--- config.mk ---
export PLATFORM = sky130hd
export DESIGN_NAME = nco_tick_gen
export DESIGN_NICKNAME = d
export VERILOG_FILES = /design/src/rtl/nco_pkg.sv /design/src/rtl/nco_word_loader.sv /design/src/rtl/nco_step_decode.sv /design/src/rtl/nco_phase_accum.sv /design/src/rtl/nco_tick_gen.sv
export SDC_FILE = /design/constraint.sdc
export NUM_CORES = 1
export LEC_CHECK = 0
export BUFFER_PORTS_ARGS = -buffer_cell sky130_fd_sc_hd__buf_2
export CAP_MARGIN = 5
export CORE_MARGIN = 2
export CORE_UTILIZATION = 63
export CTS_CLUSTER_DIAMETER = 120
export DETAILED_ROUTE_END_ITERATION = 10
export PLACE_DENSITY = 0.86
export SLEW_MARGIN = 40
export SYNTH_ARGS = -nofsm -noshare
export SYNTH_HDL_FRONTEND = slang
export SYNTH_SLANG_ARGS = --single-unit
--- constraint.sdc ---
create_clock -name clk -period 9.69 [get_ports clk]
set_clock_uncertainty 0.2 [all_clocks]
set_input_delay 0.969 -clock clk [delete_from_list [all_inputs] [get_ports clk]]
set_output_delay 0.969 -clock clk [all_outputs]
set_load 0.03 [all_outputs]
--- src/rtl/nco_pkg.sv ---
package nco_pkg;
    typedef enum logic {
        ST_HALTED  = 1'b0,
        ST_RUNNING = 1'b1
    } nco_state_t;
endpackage

--- src/rtl/nco_word_loader.sv ---
module nco_word_loader #(
    parameter int BYTE_W = 8
) (
    input  logic                  clk,
    input  logic                  rst_n,
    input  logic                  wr_hi,
    input  logic                  wr_lo,
    input  logic [BYTE_W-1:0]     wr_byte,
    output logic [2*BYTE_W-1:0]   cword
);
    logic [BYTE_W-1:0]   hi_stage_q;
    logic [2*BYTE_W-1:0] cword_q;

    // Upper byte is staged only; lower byte write commits both halves.
    always_ff @(posedge clk or negedge rst_n) begin
        if (!rst_n) begin
            hi_stage_q <= '0;
            cword_q    <= '0;
        end else begin
            if (wr_lo) cword_q    <= {hi_stage_q, wr_byte};
            if (wr_hi) hi_stage_q <= wr_byte;
        end
    end

    assign cword = cword_q;

    a_r2_hi_only_keeps: assert property (@(posedge clk) disable iff (!rst_n)
        (!wr_lo) |=> $stable(cword_q));
    a_r2_commit_low: assert property (@(posedge clk) disable iff (!rst_n)
        wr_lo |=> (cword_q[BYTE_W-1:0] == $past(wr_byte)));
endmodule

--- src/rtl/nco_step_decode.sv ---
module nco_step_decode #(
    parameter int CW_W = 16
) (
    input  logic [CW_W-1:0] cword,
    output logic [CW_W-1:0] step
);
    localparam logic [CW_W-1:0] HALF_RANGE = {1'b1, {(CW_W-1){1'b0}}};

    // Words with the top bit set run at their two's-complement magnitude.
    always_comb begin
        if (cword[CW_W-1]) step = (~cword) + {{(CW_W-1){1'b0}}, 1'b1};
        else               step = cword;
    end

    always_comb begin
        a_r3_step_bound: assert (step <= HALF_RANGE);
    end
endmodule

--- src/rtl/nco_phase_accum.sv ---
module nco_phase_accum
    import nco_pkg::*;
#(
    parameter int CW_W = 16
) (
    input  logic            clk,
    input  logic            rst_n,
    input  logic            run_en,
    input  logic [CW_W-1:0] step,
    output logic            level_out,
    output logic            tick_out
);
    localparam int MSB = CW_W - 1;

    nco_state_t      state_q, state_d;
    logic [CW_W-1:0] acc_q, acc_d;
    logic            tick_q, tick_d;

    // State register process.
    always_ff @(posedge clk or negedge rst_n) begin
        if (!rst_n) begin
            state_q <= ST_HALTED;
            acc_q   <= '0;
            tick_q  <= 1'b0;
        end else begin
            state_q <= state_d;
            acc_q   <= acc_d;
            tick_q  <= tick_d;
        end
    end

    // Next-state process: start and stop transitions follow run_en.
    always_comb begin
        state_d = state_q;
        acc_d   = acc_q;
        tick_d  = 1'b0;
        unique case (state_q)
            ST_HALTED: begin
                acc_d = '0;
                if (run_en) begin
                    state_d = ST_RUNNING;
                    acc_d   = step;
                    tick_d  = step[MSB];
                end
            end
            ST_RUNNING: begin
                if (!run_en) begin
                    state_d = ST_HALTED;
                    acc_d   = '0;
                end else begin
                    acc_d  = acc_q + step;
                    tick_d = !acc_q[MSB] && acc_d[MSB];
                end
            end
            default: begin
                state_d = ST_HALTED;
                acc_d   = '0;
            end
        endcase
    end

    // Output process.
    always_comb begin
        level_out = (state_q == ST_RUNNING) && acc_q[MSB];
        tick_out  = tick_q;
    end

    a_r5_tick_single: assert property (@(posedge clk) disable iff (!rst_n)
        tick_out |=> !tick_out);
    a_r5_tick_on_rise: assert property (@(posedge clk) disable iff (!rst_n)
        tick_out |-> level_out);
    a_r5_rise_has_tick: assert property (@(posedge clk) disable iff (!rst_n)
        (!level_out ##1 level_out) |-> tick_out);
    a_r7_halt_clears: assert property (@(posedge clk) disable iff (!rst_n)
        !run_en |=> (!level_out && !tick_out && acc_q == '0));
endmodule

--- src/rtl/nco_tick_gen.sv ---
module nco_tick_gen #(
    parameter int BYTE_W = 8
) (
    input  logic              clk,
    input  logic              rst_n,
    input  logic              run_en,
    input  logic              wr_hi,
    input  logic              wr_lo,
    input  logic [BYTE_W-1:0] wr_byte,
    output logic              level_out,
    output logic              tick_out
);
    localparam int CW_W = 2 * BYTE_W;

    logic [CW_W-1:0] cword;
    logic [CW_W-1:0] step;

    nco_word_loader #(.BYTE_W(BYTE_W)) u_loader (
        .clk     (clk),
        .rst_n   (rst_n),
        .wr_hi   (wr_hi),
        .wr_lo   (wr_lo),
        .wr_byte (wr_byte),
        .cword   (cword)
    );

    nco_step_decode #(.CW_W(CW_W)) u_decode (
        .cword (cword),
        .step  (step)
    );

    nco_phase_accum #(.CW_W(CW_W)) u_accum (
        .clk       (clk),
        .rst_n     (rst_n),
        .run_en    (run_en),
        .step      (step),
        .level_out (level_out),
        .tick_out  (tick_out)
    );
endmodule

==> impl_metrics.toml <==
[outcome]
status = "finished clean"

[synth]
yosysMostFrequentCell = "dfrtp_1"
synth-edff-count = 0
synth_area_mm2 = 0.002618
netlist_top_cells_count = "dfrtp_1 (42), mux2_2 (22), nand2_1 (18)"
yosysTopAreaCell = "dfrtp_1"
synth-seq-cells = 42
ys_types = 42
synthArstFlopShare_pct = 100.0
synthFlopType = "dfrtp_1"
ys_seq_area_share_pct = 40.15
synth.top_cell.area_share_pct = 40.15
postSynthCellCount = 258
ys_warn_count = 0
synth_area_leaders = "dfrtp_1 (40%), mux2_2 (9.5%), ha_1 (8.1%), xnor2_1 (5.7%), o21ai_0 (3.1%)"
syn_nets = 289
avgSynthCellArea_um2 = 10.15

[final_layout]
n_fill_cell = 277
fin_cells = 321
nets = 301
area_growth_pct = 7.648
final_area_mm2 = 0.002818
drive_above_1_share_pct = 18.08
n_antenna_cell = 0

[sta]
max_freq_ghz = 0.2706
maxSlewHeadroom_pct = 48.95
hold_viol = 0
whs_ps = 310.1
finalCritPeriodShare_pct = 38.13
worst_pin_slew_ps = 765.7
rsz0062_at_grt = "no"
finalSetupViolCount = 0
finalCriticalPeriod_ps = 3695
finalSetupTns_ps = 0
finalWorstSetupSlack_ps = 5995
slew_viol_final = 0

[critical_path]
crit_family = "simple AND/OR/NAND/NOR gates"
rr_worst_depth = 10
crit_fanout = 5
cp.arrival_ps = 3720
cp.required_ps = 9710
cp-end-kind = "flip-flop"
critPathSlowestCell = "or4_4"
critPathCapture = "u_accum.tick_out$_DFF_PN0_"
cp_num_buf_inv = 0
path_cells = "or4_4 > or3_4 > o31ai_1 > xnor2_1 > ha_1 > and4_1 > a221oi_1 > o21ai_0 > or3_1 > a31oi_1"
path_class = "flip-flop to flip-flop"
reg2reg_to = "u_accum.tick_out$_DFF_PN0_"
r2r_start = "u_loader.cword[8]$_DFFE_PN0P_"
critPathLaunch = "u_loader.cword[8]$_DFFE_PN0P_"
rrSetupSlack_ps = 5990
worst-path-stages = 10
cpPeakStageDelay_ps = 560
start_kind = "flip-flop"

[place]
io_buffers = 14
hpwl_um = 3709
placed_cell_area_mm2 = 0.002719
gp_congestion = 0.9380
dpl.cell_count = 313
dp_slack_ps = 6037

[route]
num_vias = 2000
via_per_inst = 6.231
antenna_left = 0
dr.pass1.iters = 4
wl_per_cell_um = 15.60
drtIter0Drc = 190
drcViolationCount = 0
wl_um = 5008

[global_route]
grt_overflow = 0
antenna_found_initial = 0
grt_max_degree = 43
grt_pass1_wl_um = 8335
grt_pass1_vias = 1786
grt_usage_pct = 23.99

[clock_network]
clk_latency_ps = 300
clock-root-buffer = "clkbuf_8"
h-tree-depth = 2
clk_path_buf_depth = 2
cts-hold-fix-buffers = 0
path_clk_slew_ps = 80
cts_sinks = 42
cts_buffers = 5
cts_tree = "yes"
ctsResizeCount = 0
post-cts-setup-buffers = 0

[pwr]
power.density_mw_per_mm2 = 236.5
leakage_nw = 1.252
ir_drop_v = 0.0001443

[die]
ios = 15
die_h_um = 68.46
rows = 23
initial_utilization_pct = 65.44
die_w_um = 68.46
die_area_mm2 = 0.004686
core_mm2 = 0.004000

[min_path]
hold_path.class = "flip-flop to flip-flop"

[job]
maxCapViolations = 0
==> metal layers <==
layer	part of all wire, %	GRT usage [%]	up-vias
met5	0	0	-
met4	2.8	10.75	0
met3	4.5	4.276	14
met2	47	37.62	60
met1	46	32.28	958
li1	-	-	968
==> how the worst min path moves through the flow <==
| stage | start | end | cells past startpoint |
|---|---|---|---|
| floorplan | u_loader.hi_stage_q[0]$_DFFE_PN0P_ | u_loader.hi_stage_q[0]$_DFFE_PN0P_ | 1 |
| global placement | u_loader.hi_stage_q[6]$_DFFE_PN0P_ | u_loader.cword[14]$_DFFE_PN0P_ | 1 |
| detailed placement | u_loader.hi_stage_q[6]$_DFFE_PN0P_ | u_loader.hi_stage_q[6]$_DFFE_PN0P_ | 1 |
| CTS | u_loader.hi_stage_q[6]$_DFFE_PN0P_ | u_loader.hi_stage_q[6]$_DFFE_PN0P_ | 1 |
| global route | u_loader.hi_stage_q[5]$_DFFE_PN0P_ | u_loader.hi_stage_q[5]$_DFFE_PN0P_ | 1 |
| finish | u_loader.hi_stage_q[6]$_DFFE_PN0P_ | u_loader.hi_stage_q[6]$_DFFE_PN0P_ | 1 |
==> state kept, by name, summed over array words and instances (netlist names) <==
signal               cells
u_accum.acc_q           16
u_accum.state_q          1
u_accum.tick_out         1
u_loader.cword          16
u_loader.hi_stage_q      8
==> layout make-up <==
cell class | instances | area [µm²] | area share, %
multi-input combinational | 200 | 1506 | 53.46
sequential | 42 | 1051 | 37.30
clock buffer | 6 | 82.58 | 2.931
timing repair buffer | 14 | 72.57 | 2.575
tap | 50 | 62.56 | 2.220
inverter | 7 | 26.28 | 0.9325
clock inverter | 2 | 16.27 | 0.5773
==> cells in the final DEF, fill, tap and decap left out, drive strengths merged, types with 6 or more instances in the layout <==
cell type	count
buf	14
inv	7
ha	17
nand3	12
xnor2	17
nor2	16
nand2	18
dfrtp	42
clkbuf	6
o31ai	6
mux2	22
a211oi	9
o21ai	16
a21o	7
a21oi	8
==> report_power, final <==
part | internal (mW) | total [mW] | leakage, nW | switching, mW
sequential | 0.207 | 0.230 | 0.514 | 0.0237
clock | 0.0586 | 0.122 | 0.0478 | 0.0634
combinational | 0.142 | 0.314 | 0.690 | 0.172
==> worst register-to-register path, cell delays in order (launching register included) <==
cell	delay, ps
dfrtp_1	430
or4_4	560
or3_4	360
o31ai_1	300
xnor2_1	190
ha_1	310
and4_1	230
a221oi_1	270
o21ai_0	230
or3_1	390
a31oi_1	160
==> metrics by stage <==
| stage | total power, mW | util (%) |
|---|---|---|
| detailed placement | 0.5386 | 67.97 |
| global route | 0.7137 | 70.44 |
| global placement | 0.5294 | 67.91 |
| finish | 0.6664 | 70.44 |
| floorplan | 0.4781 | - |
| CTS | 0.6629 | 70.44 |
==> kinds of logic after synthesis <==
group | after synthesis | synth area share, %
AOI/OAI and AO/OA | 67 | 17.21
and+or+nand+nor | 67 | 13.05
DFF | 42 | 40.15
muxes | 27 | 11.38
xor gates and xnor gates | 21 | 7.027
adders and majority gates | 18 | 8.891
buffers and inverters | 16 | 2.295
(Power assumes the default switching activity.)
